`src/rtl/synth_cfg_pkg.sv`:
```
package synth_cfg_pkg;
    localparam int M_W     = 9;
    localparam int N_W     = 3;
    localparam int SSC_W   = 4;
    localparam int T_W     = 2;
    localparam int PAD_W   = 3;
    localparam int FRAME_W = SSC_W + T_W + PAD_W + N_W + M_W;

    typedef struct packed {
        logic [SSC_W-1:0] ssc;
        logic [T_W-1:0]   tsel;
        logic [N_W-1:0]   ndiv;
        logic [M_W-1:0]   mdiv;
    } cfg_t;

    typedef enum logic [T_W-1:0] {
        TST_LOW   = 2'b00,
        TST_SHIFT = 2'b01,
        TST_MDIV  = 2'b10,
        TST_FOUT  = 2'b11
    } test_sel_e;

    // Frame is shifted MSB-first: spread code occupies the oldest bits.
    function automatic cfg_t frame_to_cfg(input logic [FRAME_W-1:0] f);
        cfg_t c;
        c.mdiv = f[M_W-1:0];
        c.ndiv = f[M_W +: N_W];
        c.tsel = f[M_W + N_W + PAD_W +: T_W];
        c.ssc  = f[FRAME_W-1 -: SSC_W];
        return c;
    endfunction
endpackage

```
`src/rtl/cfg_sync_bus.sv`:
```
module cfg_sync_bus #(
    parameter int WIDTH  = 1,
    parameter int STAGES = 2
) (
    input  logic             clk,
    input  logic             rst,
    input  logic [WIDTH-1:0] async_i,
    output logic [WIDTH-1:0] sync_o
);
    logic [WIDTH-1:0] chain [STAGES];

    generate
        for (genvar s = 0; s < STAGES; s++) begin : g_stage
            if (s == 0) begin : g_first
                always_ff @(posedge clk) begin
                    if (rst) chain[s] <= '0;
                    else     chain[s] <= async_i;
                end
            end else begin : g_next
                always_ff @(posedge clk) begin
                    if (rst) chain[s] <= '0;
                    else     chain[s] <= chain[s-1];
                end
            end
        end
    endgenerate

    assign sync_o = chain[STAGES-1];
endmodule

```
`src/rtl/cfg_edge_det.sv`:
```
module cfg_edge_det #(
    parameter int WIDTH = 1
) (
    input  logic             clk,
    input  logic             rst,
    input  logic [WIDTH-1:0] level_i,
    output logic [WIDTH-1:0] rise_o
);
    logic [WIDTH-1:0] prev_q;

    always_ff @(posedge clk) begin
        if (rst) prev_q <= '0;
        else     prev_q <= level_i;
    end

    assign rise_o = level_i & ~prev_q;
endmodule

```
`src/rtl/cfg_shift_reg.sv`:
```
module cfg_shift_reg
    import synth_cfg_pkg::*;
#(
    parameter int W = FRAME_W
) (
    input  logic         clk,
    input  logic         rst,
    input  logic         shift_en,
    input  logic         din,
    output logic [W-1:0] sr_o,
    output logic [W-1:0] sr_next_o,
    output logic         sout_o
);
    logic [W-1:0] sr_q;

    assign sr_next_o = {sr_q[W-2:0], din};

    always_ff @(posedge clk) begin
        if (rst)           sr_q <= '0;
        else if (shift_en) sr_q <= sr_next_o;
    end

    assign sr_o   = sr_q;
    assign sout_o = sr_q[W-1];

    p_frozen_when_idle_r4: assert property (@(posedge clk) disable iff (rst)
        !shift_en |=> (sr_q == $past(sr_q)));
endmodule

```
`src/rtl/cfg_hold.sv`:
```
module cfg_hold
    import synth_cfg_pkg::*;
(
    input  logic               clk,
    input  logic               rst,
    input  logic [M_W-1:0]     rst_m_i,
    input  logic [N_W-1:0]     rst_n_i,
    input  logic               par_mode,
    input  logic [M_W-1:0]     par_m,
    input  logic [N_W-1:0]     par_n,
    input  logic               load_rise,
    input  logic               pass_shift,
    input  logic [FRAME_W-1:0] frame_now,
    input  logic [FRAME_W-1:0] frame_next,
    output cfg_t               cfg_o
);
    cfg_t q;

    always_ff @(posedge clk) begin
        if (rst) begin
            q.mdiv <= rst_m_i;
            q.ndiv <= rst_n_i;
            q.ssc  <= '0;
            q.tsel <= TST_LOW;
        end else if (par_mode) begin
            q.mdiv <= par_m;
            q.ndiv <= par_n;
            q.ssc  <= '0;
        end else if (pass_shift) begin
            q <= frame_to_cfg(frame_next);
        end else if (load_rise) begin
            q <= frame_to_cfg(frame_now);
        end
    end

    assign cfg_o = q;

    p_par_follow_r2: assert property (@(posedge clk) disable iff (rst)
        par_mode |=> (q.mdiv == $past(par_m) && q.ndiv == $past(par_n) && q.ssc == '0));
    p_transfer_r5: assert property (@(posedge clk) disable iff (rst)
        (!par_mode && load_rise && !pass_shift) |=> (q == frame_to_cfg($past(frame_now))));
    p_pass_through_r6: assert property (@(posedge clk) disable iff (rst)
        (!par_mode && pass_shift) |=> (q == frame_to_cfg($past(frame_next))));
    p_hold_r7: assert property (@(posedge clk) disable iff (rst)
        (!par_mode && !load_rise && !pass_shift) |=> (q == $past(q)));
endmodule

```
`src/rtl/synth_cfg_loader.sv`:
```
module synth_cfg_loader
    import synth_cfg_pkg::*;
#(
    parameter int SYNC_STAGES = 2
) (
    input  logic             clk,
    input  logic             rst,
    input  logic             par_load_n,
    input  logic [M_W-1:0]   par_m_i,
    input  logic [N_W-1:0]   par_n_i,
    input  logic             ser_clk,
    input  logic             ser_data,
    input  logic             ser_load,
    input  logic             mdiv_obs,
    input  logic             fouta_obs,
    output logic [M_W-1:0]   m_o,
    output logic [N_W-1:0]   n_o,
    output logic [SSC_W-1:0] ssc_o,
    output logic [T_W-1:0]   t_o,
    output logic             test_o
);
    localparam int CTL_W = 4;
    localparam int PIN_W = M_W + N_W;

    logic [CTL_W-1:0] ctl_s;
    logic [PIN_W-1:0] pins_s;
    logic [1:0]       rise;
    logic             par_n_s, sload_s, sclk_s, sdata_s;
    logic             clk_rise, load_rise_c;
    logic [FRAME_W-1:0] sr, sr_next;
    logic             sout;
    cfg_t             cfg;

    cfg_sync_bus #(.WIDTH(CTL_W), .STAGES(SYNC_STAGES)) u_ctl_sync (
        .clk(clk), .rst(rst),
        .async_i({par_load_n, ser_load, ser_clk, ser_data}),
        .sync_o(ctl_s)
    );

    cfg_sync_bus #(.WIDTH(PIN_W), .STAGES(SYNC_STAGES)) u_pin_sync (
        .clk(clk), .rst(rst),
        .async_i({par_m_i, par_n_i}),
        .sync_o(pins_s)
    );

    assign {par_n_s, sload_s, sclk_s, sdata_s} = ctl_s;

    cfg_edge_det #(.WIDTH(2)) u_edges (
        .clk(clk), .rst(rst),
        .level_i({sload_s, sclk_s}),
        .rise_o(rise)
    );

    assign load_rise_c = rise[1];
    assign clk_rise    = rise[0];

    cfg_shift_reg #(.W(FRAME_W)) u_shift (
        .clk(clk), .rst(rst),
        .shift_en(par_n_s & clk_rise),
        .din(sdata_s),
        .sr_o(sr),
        .sr_next_o(sr_next),
        .sout_o(sout)
    );

    cfg_hold u_hold (
        .clk(clk), .rst(rst),
        .rst_m_i(par_m_i), .rst_n_i(par_n_i),
        .par_mode(~par_n_s),
        .par_m(pins_s[PIN_W-1 -: M_W]),
        .par_n(pins_s[N_W-1:0]),
        .load_rise(load_rise_c),
        .pass_shift(sload_s & clk_rise),
        .frame_now(sr),
        .frame_next(sr_next),
        .cfg_o(cfg)
    );

    always_comb begin
        test_o = 1'b0;
        if (par_n_s) begin
            unique case (test_sel_e'(cfg.tsel))
                TST_LOW:   test_o = 1'b0;
                TST_SHIFT: test_o = sout;
                TST_MDIV:  test_o = mdiv_obs;
                TST_FOUT:  test_o = fouta_obs;
            endcase
        end
    end

    assign m_o   = cfg.mdiv;
    assign n_o   = cfg.ndiv;
    assign ssc_o = cfg.ssc;
    assign t_o   = cfg.tsel;

    p_test_par_low_r9: assert property (@(posedge clk) disable iff (rst)
        !par_n_s |-> !test_o);
    p_test_off_code_r8: assert property (@(posedge clk) disable iff (rst)
        (cfg.tsel == 2'b00) |-> !test_o);
endmodule

```
`config.mk`:
```
export PLATFORM = sky130hd
export DESIGN_NAME = synth_cfg_loader
export DESIGN_NICKNAME = d
export VERILOG_FILES = /design/src/rtl/synth_cfg_pkg.sv /design/src/rtl/cfg_sync_bus.sv /design/src/rtl/cfg_edge_det.sv /design/src/rtl/cfg_shift_reg.sv /design/src/rtl/cfg_hold.sv /design/src/rtl/synth_cfg_loader.sv
export SDC_FILE = /design/constraint.sdc
export NUM_CORES = 1
export LEC_CHECK = 0
export BUFFER_PORTS_ARGS = -buffer_cell sky130_fd_sc_hd__buf_2
export CORE_MARGIN = 2
export CORE_UTILIZATION = 60
export CTS_CLUSTER_DIAMETER = 40
export DETAILED_ROUTE_END_ITERATION = 16
export PLACE_DENSITY = 0.82
export SLEW_MARGIN = 30
export SYNTH_ARGS = -nofsm -noshare
export SYNTH_HDL_FRONTEND = slang
export SYNTH_SLANG_ARGS = --single-unit
export TNS_END_PERCENT = 50
```
`constraint.sdc`:
```
create_clock -name clk -period 2.66 [get_ports clk]
set_input_delay 0.532 -clock clk [delete_from_list [all_inputs] [get_ports clk]]
set_output_delay 0.532 -clock clk [all_outputs]
set_load 0.02 [all_outputs]
```
==> flow_summary.ini <==
[run_status]
status = finished, final reports clean

[hold_path]
holdPathStages = 2
hold_path_class = in -> reg

[clock_tree]
cts_resized = 0
postCtsSetupBuffers = 0
cts_buffer_depth = 2
clk_latency_ps = 340
cts.sinks = 73
numCtsBuffers = 9
clock-root-buffer = clkbuf_8
h-tree-depth = 3
clk_pin_slew_worst_paths_ps = 70
ctsHoldBuffers = 0
cts_tree = built

[grt]
track_usage_pct = 20.8
grt_pass1_vias = 1676
grt_pass1_wl_microns = 7960
grt_remaining_overflow = 0
grt_max_degree = 34
antenna_found_initial = 0

[timing]
timing.final.crit_period_ps = 1920
fin_crit_sh_pct = 72.4
hold_viol = 0
rsz0062_at_grt = no
slew_violations = 0
final-setup-viol-count = 0
fmax_ghz = 0.520
clock_skew_ps = 7.69
relSlewSlack_pct = 44.9
final.setup.tns_ps = 0
hold_ws_ps = 397
worstMarginPinSlew_ps = 824

[critical_path]
cp_num_buf_inv = 0
cpLargestDelayFamily = flip-flops
cp.required_ps = 2730
cp-end-kind = register
cp_num_cells = 3
worstPathCellList = nand3b_1 > mux2i_1 > o21ai_0
critPathKind = reg -> reg
critical_path.max_fanout = 12
arrival_ps = 2000
crit_slowest_cell = dfxtp_1
rr_worst_depth = 3
slowest_delay_ps = 610
start_kind = register

[yosys]
yosysWarningCount = 0
ys_ff_latch = 73
ys_types = 25
syn_nets = 285
synth_area_per_cell_sq_um = 10.3
synthesis.area_sq_um = 2740
netlist.top_cell.by_area = dfxtp_1
synthCells = 265
synth_top_area_share_pct = 44.6
seq_area_frac_synth_pct = 57.7
ys_top_cells_by_area = dfxtp_1 45%, edfxtp_1 13%, nor2b_1 7.8%

[drt]
dr.pass1.iters = 4
drtIter0Drc = 132
wl_per_cell_microns = 13.7
postRouteAntennaNets = 0
routed_wl_microns = 4890
vias = 1869
remaining_drc_errors = 0
viasPerCell = 5.25

[cells_and_area]
drive_gt1_share_pct = 21.1
fin_nets = 319
mostFrequentLayoutCell = dfxtp_1
synthToLayoutAreaGrowth_pct = 14.2
multi_input_comb_area_sq_um = 1040
regArea_sq_um = 1580
fillCellCount = 324
num_antenna_cells = 0
mostFrequentLayoutCells = 61 x dfxtp_1, 42 x nand2_1, 38 x buf_2, 34 x nor2b_1, 24 x a21oi_1

[power_and_ir_drop]
power.share.switching_pct = 21.2
p_leak_uw = 0.00130
p_per_area_nw_per_um2 = 704
p_seq_share_pct = 53.3
ir_drop_mv = 0.442
p_int_uw = 1740
clkPwrFrac_pct = 40.8
switchingPower_uw = 467
pwr-share-comb_pct = 5.9

[run]
maxCapViolations = 0

[placed_design]
hpwl_microns = 3260
io_buffer_count = 38
gp_congestion = 0.817

[floorplan]
die_w_microns = 71.6
coreArea_sq_um = 4380
ios = 39
die_h_microns = 71.6
start_util_pct = 62.5
num_rows = 24
die_area_sq_um = 5120
==> worst reg2reg max path, stage by stage (launching register included) <==
cell	delay (ps)
dfxtp_1	610
nand3b_1	600
mux2i_1	340
o21ai_0	120
==> routing by layer <==
layer / track usage (%) / vias to the layer above / wire, microns
met5: 0 / - / 0
met3: 4.22 / 11 / 192
met1: 30.5 / 835 / 2520
met4: 11.9 / 0 / 116
met2: 28.4 / 54 / 2070
li1: - / 969 / -
==> synth_stat cells, drive strengths merged <==
| master | count |
|---|---|
| edfxtp | 12 |
| a311o | 2 |
| a221oi | 4 |
| nor3b | 1 |
| nor2b | 34 |
| and3b | 1 |
| o21ai | 13 |
| nand2 | 42 |
| mux2i | 19 |
| dfxtp | 61 |
| or2 | 6 |
| buf | 12 |
| a21oi | 24 |
| clkbuf | 6 |
| nor2 | 1 |
| a22oi | 11 |
| inv | 6 |
| or2b | 1 |
| and2 | 1 |
| a21bo | 1 |
| nand3b | 3 |
| a31oi | 2 |
| nand2b | 2 |
==> path summary, 6_finish.rpt <==
check	from	endpoint	slack, ps
setup / recovery	u_ctl_sync.chain[1][2]	u_hold.cfg_o[0]	740
hold / removal	ser_clk	u_ctl_sync.chain[0][1]	400
setup reg to reg	u_ctl_sync.chain[1][2]	u_hold.cfg_o[0]	740
hold reg to reg	u_pin_sync.chain[0][10]	u_pin_sync.chain[1][10]	430
==> cell families (layout without fill, tap and decap cells) <==
family          after synthesis  count (layout)  share of synthesized area [%]
mux                          19              19                           6.94
flops                        73              73                           57.7
compound gates               57              57                           13.7
buf+inv                      24              63                           4.16
simple gates                 92              92                           17.4
==> registers in the layout, summed over array words and instances (netlist names) <==
register	cells
u_hold.cfg_o	18
u_shift.sr_o	21
u_pin_sync.chain	24
u_ctl_sync.chain	8
u_edges.prev_q	2
==> power groups by stage <==
| stage | Combinational [uW] | Sequential, uW | Clock (uW) |
|---|---|---|---|
| finish | 129 | 1180 | 899 |
| floorplan | 67.3 | 1220 | 0 |
| CTS | 130 | 1180 | 906 |
| detailed placement | 129 | 1200 | 0 |
| global placement | 126 | 1200 | 0 |
| global route | 141 | 1180 | 952 |
==> through the flow <==
step | util (%) | cells | setup WS, ps | cell area [sq um] | total power (uW)
2_1_floorplan | - | 265 | 1100 | 2740 | 1290
3_3_place_gp | 66.8 | 340 | 843 | 2930 | 1330
3_5_place_dp | 66.8 | 340 | 764 | 2930 | 1330
4_1_cts | 71.4 | 356 | 722 | 3130 | 2210
5_1_grt | 71.4 | 356 | 571 | 3130 | 2270
6_report | 71.4 | 356 | 735 | 3130 | 2200
==> cell type report <==
| cell class | count | share of cell area, % |
|---|---|---|
| flip-flops and latches | 73 | 50.5 |
| multi-input cells | 168 | 33.4 |
| repair buffers | 41 | 6.80 |
| clock buffers | 12 | 4.32 |
| clock inverters | 4 | 2.16 |
| well taps | 52 | 2.08 |
| inverters | 6 | 0.720 |
(Power assumes the default switching activity.)
